File: src/rtl/zc_pkg.sv
// Shared constants and types of the sign-change monitor.
// Assumes at most two control registers of eight 2-bit fields each.
package zc_pkg;
    localparam int ZC_FIELD_W       = 2;
    localparam int ZC_REG_W         = 16;
    localparam int ZC_FIELDS_PER_REG = ZC_REG_W / ZC_FIELD_W;
    localparam int ZC_ADDR_W        = 2;

    localparam logic [ZC_ADDR_W-1:0] ZC_ADDR_STATUS = 2'd2;
    localparam logic [ZC_ADDR_W-1:0] ZC_ADDR_IEN    = 2'd3;

    // Direction codes of a per-slot field.
    typedef enum logic [ZC_FIELD_W-1:0] {
        ZC_OFF  = 2'b00,
        ZC_FALL = 2'b01,
        ZC_RISE = 2'b10,
        ZC_BOTH = 2'b11
    } zc_dir_e;
endpackage

File: src/rtl/zc_slot_detect.sv
// One slot's sign tracker. It keeps the sign of the last sample written to
// this slot and raises hit_o in the write cycle when the new sign differs
// in the programmed direction. Assumes wr_i is already decoded for this slot.
module zc_slot_detect
    import zc_pkg::*;
(
    input  logic    clk,
    input  logic    rst_n,
    input  logic    wr_i,
    input  logic    sign_i,
    input  zc_dir_e dir_i,
    output logic    hit_o
);
    logic prev_sign_q;
    logic primed_q;
    logic dir_ok;

    // Record the sign of every write, enabled or not.
    always_ff @(posedge clk) begin
        if (!rst_n) begin
            prev_sign_q <= 1'b0;
            primed_q    <= 1'b0;
        end else if (wr_i) begin
            prev_sign_q <= sign_i;
            primed_q    <= 1'b1;
        end
    end

    // Decide whether this transition matches the selected direction.
    always_comb begin
        unique case (dir_i)
            ZC_FALL: dir_ok = !prev_sign_q && sign_i;
            ZC_RISE: dir_ok = prev_sign_q && !sign_i;
            ZC_BOTH: dir_ok = prev_sign_q != sign_i;
            default: dir_ok = 1'b0;
        endcase
    end

    // A crossing needs a write, a prior sample and a matching direction.
    assign hit_o = wr_i && primed_q && dir_ok;
endmodule

File: src/rtl/zc_regs.sv
// Register file of the monitor: the direction fields, the sticky status with
// write-one-to-clear (set wins), the interrupt enable and the read mux.
// Assumes NUM_SLOTS <= 2 * ZC_FIELDS_PER_REG.
module zc_regs
    import zc_pkg::*;
#(
    parameter int NUM_SLOTS = 10
) (
    input  logic                 clk,
    input  logic                 rst_n,
    input  logic                 wr_en,
    input  logic [ZC_ADDR_W-1:0] addr,
    input  logic [ZC_REG_W-1:0]  wdata,
    output logic [ZC_REG_W-1:0]  rdata,
    input  logic [NUM_SLOTS-1:0] hit_vec,
    output zc_dir_e              dir_o [NUM_SLOTS],
    output logic [NUM_SLOTS-1:0] status_o,
    output logic [NUM_SLOTS-1:0] clr_mask_o,
    output logic                 ien_o
);
    zc_dir_e              dir_q [NUM_SLOTS];
    logic [NUM_SLOTS-1:0] status_q;
    logic                 ien_q;

    // Write-one-to-clear mask for the status register.
    assign clr_mask_o = (wr_en && addr == ZC_ADDR_STATUS) ? wdata[NUM_SLOTS-1:0] : '0;

    // Load direction fields from whichever control register holds them.
    always_ff @(posedge clk) begin
        if (!rst_n) begin
            for (int k = 0; k < NUM_SLOTS; k++) dir_q[k] <= ZC_OFF;
        end else if (wr_en) begin
            for (int k = 0; k < NUM_SLOTS; k++) begin
                if (addr == ZC_ADDR_W'(k / ZC_FIELDS_PER_REG))
                    dir_q[k] <= zc_dir_e'(wdata[(k % ZC_FIELDS_PER_REG)*ZC_FIELD_W +: ZC_FIELD_W]);
            end
        end
    end

    // Sticky status: new crossings set, ones written clear, set has priority.
    always_ff @(posedge clk) begin
        if (!rst_n) status_q <= '0;
        else        status_q <= (status_q & ~clr_mask_o) | hit_vec;
    end

    // Global interrupt enable bit.
    always_ff @(posedge clk) begin
        if (!rst_n)                          ien_q <= 1'b0;
        else if (wr_en && addr == ZC_ADDR_IEN) ien_q <= wdata[0];
    end

    // Read multiplexer; unused bits return zero.
    always_comb begin
        rdata = '0;
        case (addr)
            ZC_ADDR_STATUS: rdata[NUM_SLOTS-1:0] = status_q;
            ZC_ADDR_IEN:    rdata[0] = ien_q;
            default: begin
                for (int k = 0; k < NUM_SLOTS; k++) begin
                    if (addr == ZC_ADDR_W'(k / ZC_FIELDS_PER_REG))
                        rdata[(k % ZC_FIELDS_PER_REG)*ZC_FIELD_W +: ZC_FIELD_W] = dir_q[k];
                end
            end
        endcase
    end

    assign dir_o    = dir_q;
    assign status_o = status_q;
    assign ien_o    = ien_q;
endmodule

File: src/rtl/zero_cross_monitor.sv
// Top of the sign-change monitor. It decodes result writes to per-slot
// trackers, collects their hits into the register file and drives the gated
// interrupt. Assumes at most one result write per cycle.
module zero_cross_monitor
    import zc_pkg::*;
#(
    parameter int NUM_SLOTS = 10,
    parameter int DATA_W    = 12,
    localparam int SLOT_W   = $clog2(NUM_SLOTS)
) (
    input  logic                 clk,
    input  logic                 rst_n,
    input  logic                 res_wr,
    input  logic [SLOT_W-1:0]    res_slot,
    input  logic [DATA_W-1:0]    res_data,
    input  logic                 reg_wr,
    input  logic [ZC_ADDR_W-1:0] reg_addr,
    input  logic [ZC_REG_W-1:0]  reg_wdata,
    output logic [ZC_REG_W-1:0]  reg_rdata,
    output logic                 irq
);
    zc_dir_e              dir_vec [NUM_SLOTS];
    logic [NUM_SLOTS-1:0] hit_vec;
    logic [NUM_SLOTS-1:0] en_vec;
    logic [NUM_SLOTS-1:0] status_q;
    logic [NUM_SLOTS-1:0] clr_mask;
    logic                 ien_q;
    logic                 sample_sign;

    assign sample_sign = res_data[DATA_W-1];

    // One tracker per slot, each seeing only its own writes.
    for (genvar g = 0; g < NUM_SLOTS; g++) begin : g_slot
        zc_slot_detect u_det (
            .clk    (clk),
            .rst_n  (rst_n),
            .wr_i   (res_wr && res_slot == SLOT_W'(g)),
            .sign_i (sample_sign),
            .dir_i  (dir_vec[g]),
            .hit_o  (hit_vec[g])
        );
        assign en_vec[g] = dir_vec[g] != ZC_OFF;
    end

    zc_regs #(.NUM_SLOTS(NUM_SLOTS)) u_regs (
        .clk        (clk),
        .rst_n      (rst_n),
        .wr_en      (reg_wr),
        .addr       (reg_addr),
        .wdata      (reg_wdata),
        .rdata      (reg_rdata),
        .hit_vec    (hit_vec),
        .dir_o      (dir_vec),
        .status_o   (status_q),
        .clr_mask_o (clr_mask),
        .ien_o      (ien_q)
    );

    // Interrupt: any pending flag, gated by the enable.
    assign irq = ien_q && (|status_q);
endmodule

File: config.mk
export PLATFORM = sky130hd
export DESIGN_NAME = zero_cross_monitor
export DESIGN_NICKNAME = d
export VERILOG_FILES = /design/src/rtl/zc_pkg.sv /design/src/rtl/zc_slot_detect.sv /design/src/rtl/zc_regs.sv /design/src/rtl/zero_cross_monitor.sv
export SDC_FILE = /design/constraint.sdc
export NUM_CORES = 1
export LEC_CHECK = 0
export ABC_AREA = 1
export BUFFER_PORTS_ARGS = -buffer_cell sky130_fd_sc_hd__buf_2
export CORE_MARGIN = 8
export CORE_UTILIZATION = 35
export CTS_CLUSTER_SIZE = 24
export DETAILED_ROUTE_END_ITERATION = 16
export GPL_TIMING_DRIVEN = 1
export PLACE_DENSITY_LB_ADDON = 0.1
export SLEW_MARGIN = 15
export SYNTH_ARGS = -nofsm -noshare
export SYNTH_HDL_FRONTEND = slang
export SYNTH_SLANG_ARGS = --single-unit
File: constraint.sdc
create_clock -name clk -period 1.56 [get_ports clk]
set_input_delay 0.156 -clock clk [delete_from_list [all_inputs] [get_ports clk]]
set_output_delay 0.156 -clock clk [all_outputs]
set_load 0.005 [all_outputs]
==> results.json, run 1 <==
{
  "overflow": 0,
  "synthTopCellsByArea": "dfxtp_1 39%, inv_1 10%, a21oi_1 10%",
  "yosysTopAreaCell": "dfxtp_1",
  "cts_setup_buffers": 0,
  "power_frac_seq": 0.558,
  "grt_util_all_layers": 0.145,
  "clockPowerShare": 0.323,
  "setup.worst_path.end": "irq",
  "core_area_mm2": 0.00729,
  "yosys.area.top_type_share": 0.385,
  "cp_data_arrival_time_ps": 1180,
  "yosys_warnings": 0,
  "dp_hpwl_um": 5350,
  "intPower_w": 0.00179,
  "wirelength_um": 7120,
  "timing.rr.start": "g_slot[0].u_det.prev_sign_q$_SDFFE_PN0P_",
  "ys_seq_area_frac": 0.385,
  "postPlaceCellArea_mm2": 0.00298,
  "async_flop_share": 0,
  "status": "completed",
  "synthTopCellsByCount": "74 x inv_1, 72 x nand2_1, 55 x a21oi_1, 51 x dfxtp_1, 35 x nor2_1",
  "start_util": 0.364,
  "drt_first_pass_iters": 5,
  "cts_buffers": 5,
  "rsz0062_at_grt": "no",
  "grt_pass1_vias": 2484,
  "wl_per_cell_um": 13.4,
  "cts_tree": "built",
  "grt_max_degree": 33,
  "dp_worst_setup_slack_ps": 81.2,
  "worstMarginPinSlew_ps": 528,
  "place_inst": 525,
  "relSlewSlack": 0.648,
  "die_h_um": 103,
  "clockBufferDepth": 2,
  "combPwrFrac": 0.119,
  "worstSetupEndpointType": "output port",
  "setup_viol": 0,
  "finalNetCount": 491,
  "synth_cell_types": 18,
  "rows": 31,
  "finalHoldViolCount": 0,
  "antenna_left": 0,
  "required_ps": 1400,
  "maxCapViolCount": 0,
  "synth_nets": 447,
  "p_switching_w": 0.000654,
  "vias": 2474,
  "crit_start": "u_regs.status_o[6]$_SDFF_PN0_",
  "fin_cells": 532,
  "synth.avg_cell_area_um2": 6.82,
  "grt_pass1_wl_um": 12000,
  "drive_gt1_frac": 0.134,
  "cp-start-kind": "register",
  "clock_sinks": 51,
  "worstSkewPairLatency_ps": 310,
  "crit_path_max_fanout": 3,
  "p_sw_frac": 0.268,
  "finalWorstSetupSlack_ps": 220,
  "clock.fmax_ghz": 0.746,
  "power_density_mw_per_mm2": 797,
  "cts_resized": 0,
  "fill_cells": 827,
  "regToRegEndpoint": "u_regs.status_o[0]$_SDFF_PN0_",
  "antenna_found_initial": 0,
  "finClkSkew_ps": 9.15,
  "yosysMostFrequentCell": "inv_1",
  "fp.dieW_um": 103,
  "ir_drop_v": 0.000292,
  "io_buffers": 43,
  "crit_type": "reg -> out",
  "antenna_cells": 0,
  "synth_edf_count": 0,
  "syn_inst": 389,
  "vias_per_cell": 4.65,
  "min_period_over_period": 0.859,
  "regArea_mm2": 0.00102,
  "ctsHoldBuffers": 0,
  "netlist_area_mm2": 0.00265,
  "multi_input_area_mm2": 0.00131,
  "pin_count": 55,
  "ys.flop_type": "dfxtp_1",
  "root_buffer": "clkbuf_8",
  "die_area_mm2": 0.0106,
  "ys_seq_elements": 51,
  "rrSetupSlack_ps": 500,
  "fin_area_mm2": 0.00307,
  "slew_violations": 0,
  "leakagePower_nw": 1.27,
  "area_delta_synth_final_pct": 15.7,
  "finalPower_w": 0.00244,
  "drtIter0Drc": 106,
  "drc": 0,
  "clk_pin_slew_ps": 90,
  "period_needed_ps": 1340,
  "reg2reg_depth": 6,
  "gp_congestion": 0.760,
  "setup-tns-final_ps": 0,
  "htree_levels": 2,
  "hold_class": "in -> reg"
}
-- per-stage QoR --
stage           util  hold WS [ps]
4_1_cts        0.421           109
5_1_grt        0.421           119
3_5_place_dp   0.409           433
6_report       0.421           111
3_3_place_gp   0.409           420
2_1_floorplan      -           294
-- worst min-delay path by stage --
stage | slack [ps] | startpoint | cells past startpoint | end
2_1_floorplan | 290 | rst_n | 2 | u_regs.dir_o[18]$_SDFFE_PN0P_
3_3_place_gp | 420 | reg_wdata[15] | 3 | u_regs.dir_o[5]$_SDFFE_PN0P_
3_5_place_dp | 430 | reg_wdata[15] | 3 | u_regs.dir_o[5]$_SDFFE_PN0P_
4_1_cts | 110 | reg_wdata[12] | 3 | u_regs.dir_o[6]$_SDFFE_PN0P_
5_1_grt | 120 | reg_wdata[13] | 3 | u_regs.dir_o[7]$_SDFFE_PN0P_
6_report | 110 | reg_wdata[13] | 3 | u_regs.dir_o[7]$_SDFFE_PN0P_
-- power groups by stage --
stage	sequential [W]	combinational (W)	clock, W
after floorplan	0.00139	0.000173	0
after global placement	0.00140	0.000288	0
after detailed placement	0.00140	0.000293	0
after CTS	0.00137	0.000294	0.000812
after global routing	0.00137	0.000335	0.000875
final	0.00136	0.000291	0.000789
-- layout make-up --
cell class,count,area share
multi-input cells,253,0.426
clock buffers,6,0.0269
inverters,75,0.0918
flip-flops and latches,51,0.333
clock inverters,1,0.00163
well taps,99,0.0404
repair buffers,47,0.0800
-- placed cells by master, fill, tap and decap left out, types with 4 or more instances in the layout --
cell       n
buf_2     43
o21ai_0   20
ha_1      20
nand2_1   72
dfxtp_1   51
a21oi_1   55
o21ai_1   14
clkbuf_8   6
inv_1     74
nand3_1   26
nor2_1    35
buf_4      4
-- cells by family after synthesis --
family	share of synthesized area
buffers and inverters	0.122
AND/OR/NAND/NOR	0.212
AO/OA/AOI/OAI	0.187
flip-flops	0.385
adder cells (fa/ha/maj)	0.0944
-- worst max-delay path, stage by stage (launching register included) --
cell and delay (ps):
dfxtp_1 340, nor2_1 120, nand4_1 120, nor2_1 140
nor2_1 50, buf_2 120
-- registers in the layout, summed over array words and instances, names as in the netlist --
name and count:
u_regs.dir_o 20, g_slot.u_det.prev_sign_q 10, g_slot.u_det.primed_q 10, u_regs.status_o 10, u_regs.ien_o 1
-- layer usage --
metal	routed length [um]	vias up	share of wire	track usage
li1	-	1318	-	-
met4	81	0	0.011	0.0434
met1	3580	1116	0.50	0.186
met5	0	-	0	0
met2	3200	33	0.45	0.240
met3	251	7	0.035	0.0277
Power figures use the tool's default switching activity.
==> inputs of run 2 (changes only) <==
- CORE_UTILIZATION: 35 -> 54
==> run 2 against run 1 <==
Against the previous run: non-clock buffer count rose by 2; sequential power barely moved; critical path type unchanged; combinational power barely moved; highest routed layer unchanged; critical path depth did not move.
==> results.json, run 2 (synthesized netlist as in run 1, its figures left out) <==
{
  "ir_drop_v": 0.000643,
  "fp.dieW_um": 86.1,
  "wirelength_um": 6400,
  "relSlewSlack": 0.785,
  "antenna_found_initial": 0,
  "hold_class": "in -> reg",
  "rsz0062_at_grt": "no",
  "crit_path_max_fanout": 3,
  "die_h_um": 86.1,
  "clock.fmax_ghz": 0.765,
  "start_util": 0.561,
  "wl_per_cell_um": 12.7,
  "rrSetupSlack_ps": 490,
  "crit_type": "reg -> out",
  "fin_area_mm2": 0.00307,
  "dp_worst_setup_slack_ps": 298,
  "io_buffers": 43,
  "vias_per_cell": 4.89,
  "required_ps": 1400,
  "cts_tree": "built",
  "fin_hold_ws_ps": 108,
  "vias": 2460,
  "layout_commonest_cell": "inv_1",
  "grt_max_degree": 33,
  "power_density_mw_per_mm2": 812,
  "setup_viol": 0,
  "busiest_layer": "met2",
  "drt_first_pass_iters": 4,
  "maxCapViolCount": 0,
  "grt_pass1_vias": 2297,
  "grt_util_met1": 0.227,
  "pin_count": 55,
  "grt.met3_usage": 0.0458,
  "cts_buffers": 5,
  "setup.worst_path.end": "irq",
  "drc": 0,
  "largest_reg_flops": 20,
  "reg2reg_depth": 6,
  "grt_util_all_layers": 0.185,
  "finClkSkew_ps": 3.82,
  "antenna_cells": 0,
  "area_delta_synth_final_pct": 15.7,
  "drtIter0Drc": 133,
  "overflow": 0,
  "gp_congestion": 0.884,
  "root_buffer": "clkbuf_8",
  "clock_sinks": 51,
  "met2_usage": 0.305,
  "worstSkewPairLatency_ps": 310,
  "antenna_left": 0,
  "htree_levels": 2,
  "cts_resized": 0,
  "period_needed_ps": 1310,
  "grt_pass1_wl_um": 10900,
  "finalHoldViolCount": 0,
  "worstMarginPinSlew_ps": 323,
  "cts_setup_buffers": 0,
  "leakagePower_nw": 1.29,
  "worstSetupEndpointType": "output port",
  "core_area_mm2": 0.00472,
  "cp-start-kind": "register",
  "die_area_mm2": 0.00741,
  "timing.rr.start": "g_slot[5].u_det.prev_sign_q$_SDFFE_PN0P_",
  "finalPower_w": 0.00249,
  "layout_common_cells": "74 x inv_1, 72 x nand2_1, 55 x a21oi_1",
  "drive_gt1_frac": 0.138,
  "setup-tns-final_ps": 0,
  "finalNetCount": 493,
  "crit_start": "u_regs.status_o[6]$_SDFF_PN0_",
  "min_period_over_period": 0.838,
  "clockBufferDepth": 2,
  "status": "completed",
  "ctsHoldBuffers": 0,
  "finalWorstSetupSlack_ps": 253,
  "rows": 25,
  "cp_data_arrival_time_ps": 1150,
  "slew_violations": 0,
  "dp_hpwl_um": 4820,
  "postPlaceCellArea_mm2": 0.00297,
  "clk_pin_slew_ps": 90,
  "regToRegEndpoint": "u_regs.status_o[5]$_SDFF_PN0_"
}
run 2: cell count changes in the layout (fill, tap and decap cells not counted), sizes merged:
cell    previous run  this run
clkinv             1         0
clkbuf             6         8
buf               47        49
run 2: metal layers:
layer / routed length [um] / part of all wire / vias up
met5: 0 / 0 / -
met1: 3060 / 0.48 / 1096
met3: 256 / 0.040 / 8
li1: - / - / 1323
met4: 103 / 0.016 / 0
met2: 2980 / 0.47 / 33
run 2: where the power goes:
part	leakage [nW]	switching, W	internal (W)
registers	0.414	0.0000236	0.00134
logic	0.820	0.000185	0.000106
clock network	0.0515	0.000429	0.000406
total	1.29	0.000638	0.00185
run 2: layout make-up:
class / instances / area (um2)
clock buffers: 8 / 100
flip-flops and latches: 51 / 1020
inverters: 75 / 282
fillers: 451 / 1660
multi-input cells: 253 / 1310
well taps: 67 / 83.8
repair buffers: 49 / 273
run 2: critical path, stage by stage (launching register included):
cell and delay (ps):
dfxtp_1 340, nor2_1 110, nand4_1 100, nor2_1 120, nor2_1 50, buf_2 120
run 2: through the flow:
stage	std cells	utilization
floorplan	389	-
global placement	495	0.628
detailed placement	495	0.628
CTS	503	0.649
global route	503	0.649
finish	503	0.649
run 2: worst min-delay path by stage:
stage                  start                             to  slack [ps]  depth (start not counted)
6_report       reg_wdata[14]   u_regs.dir_o[4]$_SDFFE_PN0P_         110                          3
5_1_grt        reg_wdata[12]   u_regs.dir_o[6]$_SDFFE_PN0P_         110                          3
4_1_cts        reg_wdata[14]   u_regs.dir_o[4]$_SDFFE_PN0P_         100                          3
3_5_place_dp   reg_wdata[13]   u_regs.dir_o[7]$_SDFFE_PN0P_         430                          3
3_3_place_gp   reg_wdata[15]   u_regs.dir_o[5]$_SDFFE_PN0P_         430                          3
2_1_floorplan          rst_n  u_regs.dir_o[18]$_SDFFE_PN0P_         290                          2
